$ cat config.mk
export PLATFORM = sky130hd
export DESIGN_NAME = jtag_prog_dregs
export DESIGN_NICKNAME = d
export VERILOG_FILES = /design/src/rtl/jtag_prog_dregs.sv
export SDC_FILE = /design/constraint.sdc
export NUM_CORES = 1
export LEC_CHECK = 0
export CAP_MARGIN = 0
export CORE_MARGIN = 4
export CORE_UTILIZATION = 61
export DETAILED_ROUTE_END_ITERATION = 8
export DONT_BUFFER_PORTS = 1
export PLACE_DENSITY = 0.81
export SLEW_MARGIN = 10
export SYNTH_ARGS = -nofsm -noshare
export SYNTH_HDL_FRONTEND = slang
export SYNTH_SLANG_ARGS = --single-unit
export TNS_END_PERCENT = 5
$ cat constraint.sdc
create_clock -name tck -period 2.4 [get_ports tck]
set_clock_uncertainty 0.15 [all_clocks]
set_input_delay 0.36 -clock tck [delete_from_list [all_inputs] [get_ports tck]]
set_output_delay 0.36 -clock tck [all_outputs]
set_load 0.02 [all_outputs]
$ cat src/rtl/jtag_prog_dregs.sv
`timescale 1ns/1ps
module jtag_prog_dregs #(
  parameter int          CMD_W  = 15,
  parameter int          KEY_W  = 16,
  parameter logic [15:0] UNLOCK = 16'hA370
) (
  input  logic             tck,
  input  logic             por_n,
  input  logic             tdi,
  input  logic             capture_dr,
  input  logic             shift_dr,
  input  logic             update_dr,
  input  logic             sel_rst,
  input  logic             sel_en,
  input  logic             sel_cmd,
  input  logic             leave_prog,
  input  logic [CMD_W-1:0] result_in,
  output logic             tdo,
  output logic             dev_reset,
  output logic             prog_on,
  output logic [CMD_W-1:0] cmd_data,
  output logic             cmd_valid
);

  logic             rst_q;
  logic [KEY_W-1:0] key_q;
  logic [CMD_W-1:0] cmd_q;

  always_ff @(posedge tck or negedge por_n)
    if (!por_n)                  rst_q <= 1'b0;
    else if (sel_rst && shift_dr) rst_q <= tdi;

  always_ff @(posedge tck or negedge por_n)
    if (!por_n)                  key_q <= '0;
    else if (leave_prog)         key_q <= '0;
    else if (sel_en && shift_dr) key_q <= {tdi, key_q[KEY_W-1:1]};

  always_ff @(posedge tck or negedge por_n)
    if (!por_n)                     cmd_q <= '0;
    else if (sel_cmd && capture_dr) cmd_q <= result_in;
    else if (sel_cmd && shift_dr)   cmd_q <= {tdi, cmd_q[CMD_W-1:1]};

  always_ff @(posedge tck or negedge por_n)
    if (!por_n) begin
      cmd_valid <= 1'b0;
      cmd_data  <= '0;
    end else begin
      cmd_valid <= sel_cmd && update_dr && prog_on;
      if (sel_cmd && update_dr && prog_on) cmd_data <= cmd_q;
    end

  assign dev_reset = rst_q;
  assign prog_on   = (key_q == UNLOCK[KEY_W-1:0]);
  assign tdo       = sel_rst ? rst_q    :
                     sel_en  ? key_q[0] :
                     sel_cmd ? cmd_q[0] : 1'b0;

endmodule


==> impl_metrics.toml, run 1 <==
[route]
drt-vias-per-instance = 6.40
drt_pre_antenna_iters = 4
wl_per_cell_um = 18.8
ant_nets = 0
total_wire_length_um = 4430
dr_total_vias = 1504
route.detailed.drc = 0
first_iteration_detailed_routing_drc_count = 101

[synthesis]
syn-instance-count = 190
post-synth-top-area-cell = "dfrtp_1"
cell_types_with_the_highest_counts_after_synthesis = "dfrtp_1 (48), nand2_1 (39), a21oi_1 (32)"
synth-async-reset-ratio_pct = 100
ys_top_cells_by_area = "dfrtp_1 (60%), o22ai_1 (9.3%), mux2_2 (9.0%)"
yosysUniqueCellTypes = 18
yosysSeqAreaShare_pct = 59.7
most_common_cell_in_the_netlist = "dfrtp_1"
synth_fp_nets = 215
synth.ff_latch_count = 48
synth-edff-count = 0
ys.flop_type = "dfrtp_1"
syn_area_per_cell_um2 = 10.6
yosys.area.top_type_share_pct = 59.7
ys.warnings.count = 0
synth.cell_area_um2 = 2010

[setup_path]
critPathTopFamily = "simple AND/OR/NAND/NOR gates"
ff2ff_setup_slack_ps = 350
r2r_path_start = "key_q[3]"
timing.rr.end = "cmd_data[1]"
crit_slowest_cell = "dfrtp_1"
worst-path-buf-inv = 1
cp-end-kind = "output pin"
cp-startpoint = "key_q[3]"
critical_path_sink = "prog_on"
worst_path_maximum_fanout = 3
crit_cells = 4
worst-setup-path-type = "register to output pin"
worst_ep_arrival_time_ps = 1610
r2r.worst_path.cells = 5
critical_path.max_stage_delay_ps = 410
required_ps = 1890
type_of_origin_of_the_critical_path = "register"
cell_by_cell_trace_of_the_critical_path = "nor4_1, nand4_1, nor3_1, buf_4"

[grt]
grt_start_max_net_pins = 49
gr-usage-all-layers_pct = 22.8
first_global_vias = 1492
grt_pass1_wl_um = 7350
antenna_found_initial = 0
overflow = 0

[die]
initial_core_util_pct = 64.8
die_width_um = 65.4
floorplan.rows = 20
die_area_um2 = 4280
design.portCount = 44
fp.coreArea_um2 = 3100
floorplan.die.height_um = 65.4

[placement]
place_hpwl_um = 3030
place_ws_ps = 367
port-buffer-count = 0
finalWeightedCongestion = 0.898
post_dp_cell_area_um2 = 2030

[clocking]
cts-root-buf = "clkbuf_4"
clock_latency_ps = 370
cts_tree = "done"
cts_setup_buffers = 0
clk_transition_reported_paths_ps = 140
numCtsBuffers = 5
cts_max_path_buffers = 2
cts-htree-levels = 2
clock_sink_count = 48

[final_layout]
area_growth_pct = 6.41
nets = 216
drive_above_1_share_pct = 14.7
final_design_area_no_fill_um2 = 2140
insertedDiodeCount = 0

[timing]
finalSetupViolations = 0
slew_violations = 0
finalCriticalPeriod_ps = 2120
fmax_mhz = 471
hold_violations = 0
fin_tns_setup_ps = 0
timing_worst_slew_pin_value_ps = 555
fin_hold_ws_ps = 21.0
final_min_period_over_clock_period_pct = 88.5
max_slew_margin_pct = 63.0
setup_repair_after_global_routing_missed_its_margin = "no"
timing.final.ws_setup_ps = 277

[status]
outcome = "completed"

[min_path]
min-delay-start = "result_in[7]"
hold_path.class = "input pin to register"

[power_and_ir_drop]
ir_worst_vdd_uv = 523
power.density_cell_area_nw_per_um2 = 650
cellLeakagePower_nw = 0.916

[flow_run]
maximum_capacitance_violations = 0
[stage by stage]
step	utilization [%]	cells	power, mW
6_report	69.0	235	1.39
5_1_grt	69.0	235	1.46
3_3_place_gp	65.5	224	1.01
4_1_cts	69.0	235	1.40
2_1_floorplan	-	190	1.00
3_5_place_dp	65.5	224	1.02
[what timing repair did]
action,4_1_cts,5_1_grt
hold buffers,4,0
resized for setup,0,0
hold endpoints to repair,65,0
[flip-flops by register name (all words and copies together), names as in the netlist]
| signal | count |
|---|---|
| cmd_valid | 1 |
| dev_reset | 1 |
| cmd_q | 15 |
| key_q | 16 |
| cmd_data | 15 |
[layout by cell type, fill, tap and decap left out, drive strengths merged]
master,count
dfrtp,48
nand2,39
a21oi,32
o22ai,30
mux2,16
clkbuf,5
buf,4
nor2,3
dlygate4sd3,3
nor4,2
nand3,1
nand4b,1
nand4,1
nor3,1
o21ai,1
and2,1
inv,1
clkinv,1
clkinvlp,1
[worst reg2reg max path, cell delays in order, from the launching register on]
cell and delay, ps:
dfrtp_1 410, nor4_1 280, nand4_1 210, nor4_4 240
buf_4 270, mux2_2 380
[worst min path at each step]
stage | end | slack, ps | cells after the start
2_1_floorplan | cmd_data[0] | -90 | 0
3_3_place_gp | key_q[11] | -80 | 0
3_5_place_dp | key_q[11] | -80 | 0
4_1_cts | cmd_q[9] | 1 | 2
5_1_grt | cmd_q[5] | 4 | 2
6_report | cmd_q[7] | 20 | 2
[cells by family after synthesis]
| family | Yosys count | share of synthesized area (%) |
|---|---|---|
| AO/OA/AOI/OAI | 63 | 17.5 |
| buffers and inverters | 14 | 2.99 |
| flip-flops | 48 | 59.7 |
| multiplexers | 16 | 8.96 |
| AND/OR/NAND/NOR | 49 | 10.8 |
[power breakdown]
part	switching, mW	leakage (nW)	internal, mW
registers	0.0501	0.626	0.852
logic	0.0752	0.263	0.0588
clock network	0.247	0.0271	0.107
total	0.372	0.916	1.02
[layout make-up]
cell class | instances | area (um^2)
repair buffers | 7 | 80.1
well taps | 44 | 55.1
inverters | 1 | 3.75
fillers | 240 | 963
flip-flops and latches | 48 | 1200
clock inverters | 2 | 12.5
clock buffers | 5 | 37.5
multi-input cells | 128 | 749
[per-layer routing]
metal	track usage (%)	vias to the layer above	wire (um)	share of wire (%)
met5	0	-	0	0
met2	36.4	58	2140	48
met1	29.4	752	1910	43
met4	9.07	0	57	1.3
met3	6.32	7	318	7.2
li1	-	687	-	-
(Power assumes the default switching activity.)
==> inputs of run 2 (changes only) <==
--- a/config.mk
+++ b/config.mk
@@ -5,12 +5,11 @@
 export SDC_FILE = /design/constraint.sdc
 export NUM_CORES = 1
 export LEC_CHECK = 0
-export CAP_MARGIN = 0
+export BUFFER_PORTS_ARGS = -buffer_cell sky130_fd_sc_hd__buf_4
 export CORE_MARGIN = 4
-export CORE_UTILIZATION = 61
+export CORE_UTILIZATION = 53
 export DETAILED_ROUTE_END_ITERATION = 8
-export DONT_BUFFER_PORTS = 1
-export PLACE_DENSITY = 0.81
+export PLACE_DENSITY = 0.82
 export SLEW_MARGIN = 10
 export SYNTH_ARGS = -nofsm -noshare
 export SYNTH_HDL_FRONTEND = slang
==> run 2 against run 1 <==
Fmax is 2.8% lower. Sequential cell count stayed put. Die area is 13% higher. Hold slack better by 160 ps. Combinational power is 29% higher. Cell count is 18% higher. First-iteration DRC count is 45% higher. Clock power is 27% higher. Largest power group unchanged.
==> impl_metrics.toml, run 2 (synthesis results as in run 1) <==
[setup_path]
critical_path.max_stage_delay_ps = 410
worst-setup-path-type = "register to output pin"
cp-end-kind = "output pin"
type_of_origin_of_the_critical_path = "register"
worst_path_maximum_fanout = 3
cell_by_cell_trace_of_the_critical_path = "nor4_2, nand4_1, nor3_1, buf_4"
required_ps = 1890
crit_slowest_cell = "dfrtp_1"
worst_ep_arrival_time_ps = 1680

[clocking]
clock_sink_count = 48
cts_max_path_buffers = 2
clock_latency_ps = 290
cts_tree = "done"
cts-htree-levels = 2
clk_transition_reported_paths_ps = 80
cts-root-buf = "clkbuf_8"
numCtsBuffers = 5

[timing]
final_min_period_over_clock_period_pct = 91.0
fin_hold_ws_ps = 182
fin_tns_setup_ps = 0
slew_violations = 0
timing_worst_slew_pin_value_ps = 583
finalCriticalPeriod_ps = 2190
hold_violations = 0
setup_repair_after_global_routing_missed_its_margin = "no"
finalSetupViolations = 0
fmax_mhz = 458
max_slew_margin_pct = 61.1

[route]
first_iteration_detailed_routing_drc_count = 146
route.detailed.drc = 0
wl_per_cell_um = 16.2
drt-vias-per-instance = 5.84
ant_nets = 0
total_wire_length_um = 4500
drt_pre_antenna_iters = 4
dr_total_vias = 1618

[final_layout]
largest_register_ff_count = 16
area_growth_pct = 21.3
nets = 254
largest_register = "key_q"
layout_commonest_cell = "dfrtp_1"
mostFrequentLayoutCells = "dfrtp_1 (48), buf_4 (44), nand2_1 (39)"
insertedDiodeCount = 0
largestRegisters = "key_q (16), cmd_data (15), cmd_q (15)"
drive_above_1_share_pct = 29.7
final_design_area_no_fill_um2 = 2440

[die]
die_area_um2 = 4840
design.portCount = 44
die_width_um = 69.6
floorplan.rows = 22
fp.coreArea_um2 = 3660
floorplan.die.height_um = 69.6
initial_core_util_pct = 54.9

[grt]
overflow = 0
grt_start_max_net_pins = 49
antenna_found_initial = 0
grt_pass1_wl_um = 7490
gr-usage-all-layers_pct = 19.3
first_global_vias = 1579

[flow_run]
maximum_capacitance_violations = 0

[power_and_ir_drop]
fin_total_pwr_mw = 1.52
power.density_cell_area_nw_per_um2 = 623
ir_worst_vdd_uv = 378
cellLeakagePower_nw = 1.12

[status]
outcome = "completed"

[min_path]
hold_path.class = "input pin to register"

[placement]
post_dp_cell_area_um2 = 2340
finalWeightedCongestion = 0.778
place_hpwl_um = 2990
port-buffer-count = 43
## run 2: final timing paths
path                              startpoint          end  slack, ps  depth (start not counted)
worst max-delay path                key_q[3]      prog_on        210                          4
worst min-delay path            result_in[5]     cmd_q[5]        180                          3
worst max register to register      key_q[3]  cmd_data[0]        270                          5
worst min register to register   cmd_data[2]  cmd_data[2]        360                          1
max in group asynchronous              por_n     key_q[2]       1240                          2
min in group asynchronous              por_n     cmd_q[8]        460                          2
## run 2: where the power goes
group	switching, mW	internal (mW)
clock	0.252	0.198
sequential	0.0456	0.851
combinational	0.0936	0.0793
total	0.391	1.13
## run 2: area by class of cell
type | instances | area, um^2
clock buffer | 6 | 72.6
sequential | 48 | 1200
timing repair buffer | 45 | 340
clock inverter | 1 | 5.00
multi-input combinational | 128 | 756
tap | 48 | 60.1
fill | 306 | 1220
inverter | 1 | 3.75
## run 2: what timing repair did
item,CTS,global route
endpoints found under the hold margin,48,0
hold buffers,1,0
buffers inserted,0,0
setup endpoints to repair,0,1
gates resized for setup,0,1
## run 2: per-stage QoR
step | util (%) | instances | worst slack (ps)
3_5_place_dp | 64.0 | 269 | 250
4_1_cts | 66.4 | 277 | 143
6_report | 66.6 | 277 | 215
3_3_place_gp | 64.0 | 269 | 376
5_1_grt | 66.6 | 277 | 93.5
2_1_floorplan | - | 190 | 381
## run 2: routing by layer
| metal | track usage [%] | wire [um] |
|---|---|---|
| met1 | 26.3 | 1960 |
| met2 | 30.8 | 2240 |
| met3 | 4.35 | 240 |
| met4 | 5.86 | 57 |
| met5 | 0 | 0 |
## run 2: worst max-delay path, delay by kind of cell, from the launching register on
family / cells / cell delay, ps
DFF: 1 / 410
and+or+nand+nor: 3 / 780
buffers and inverters: 1 / 190
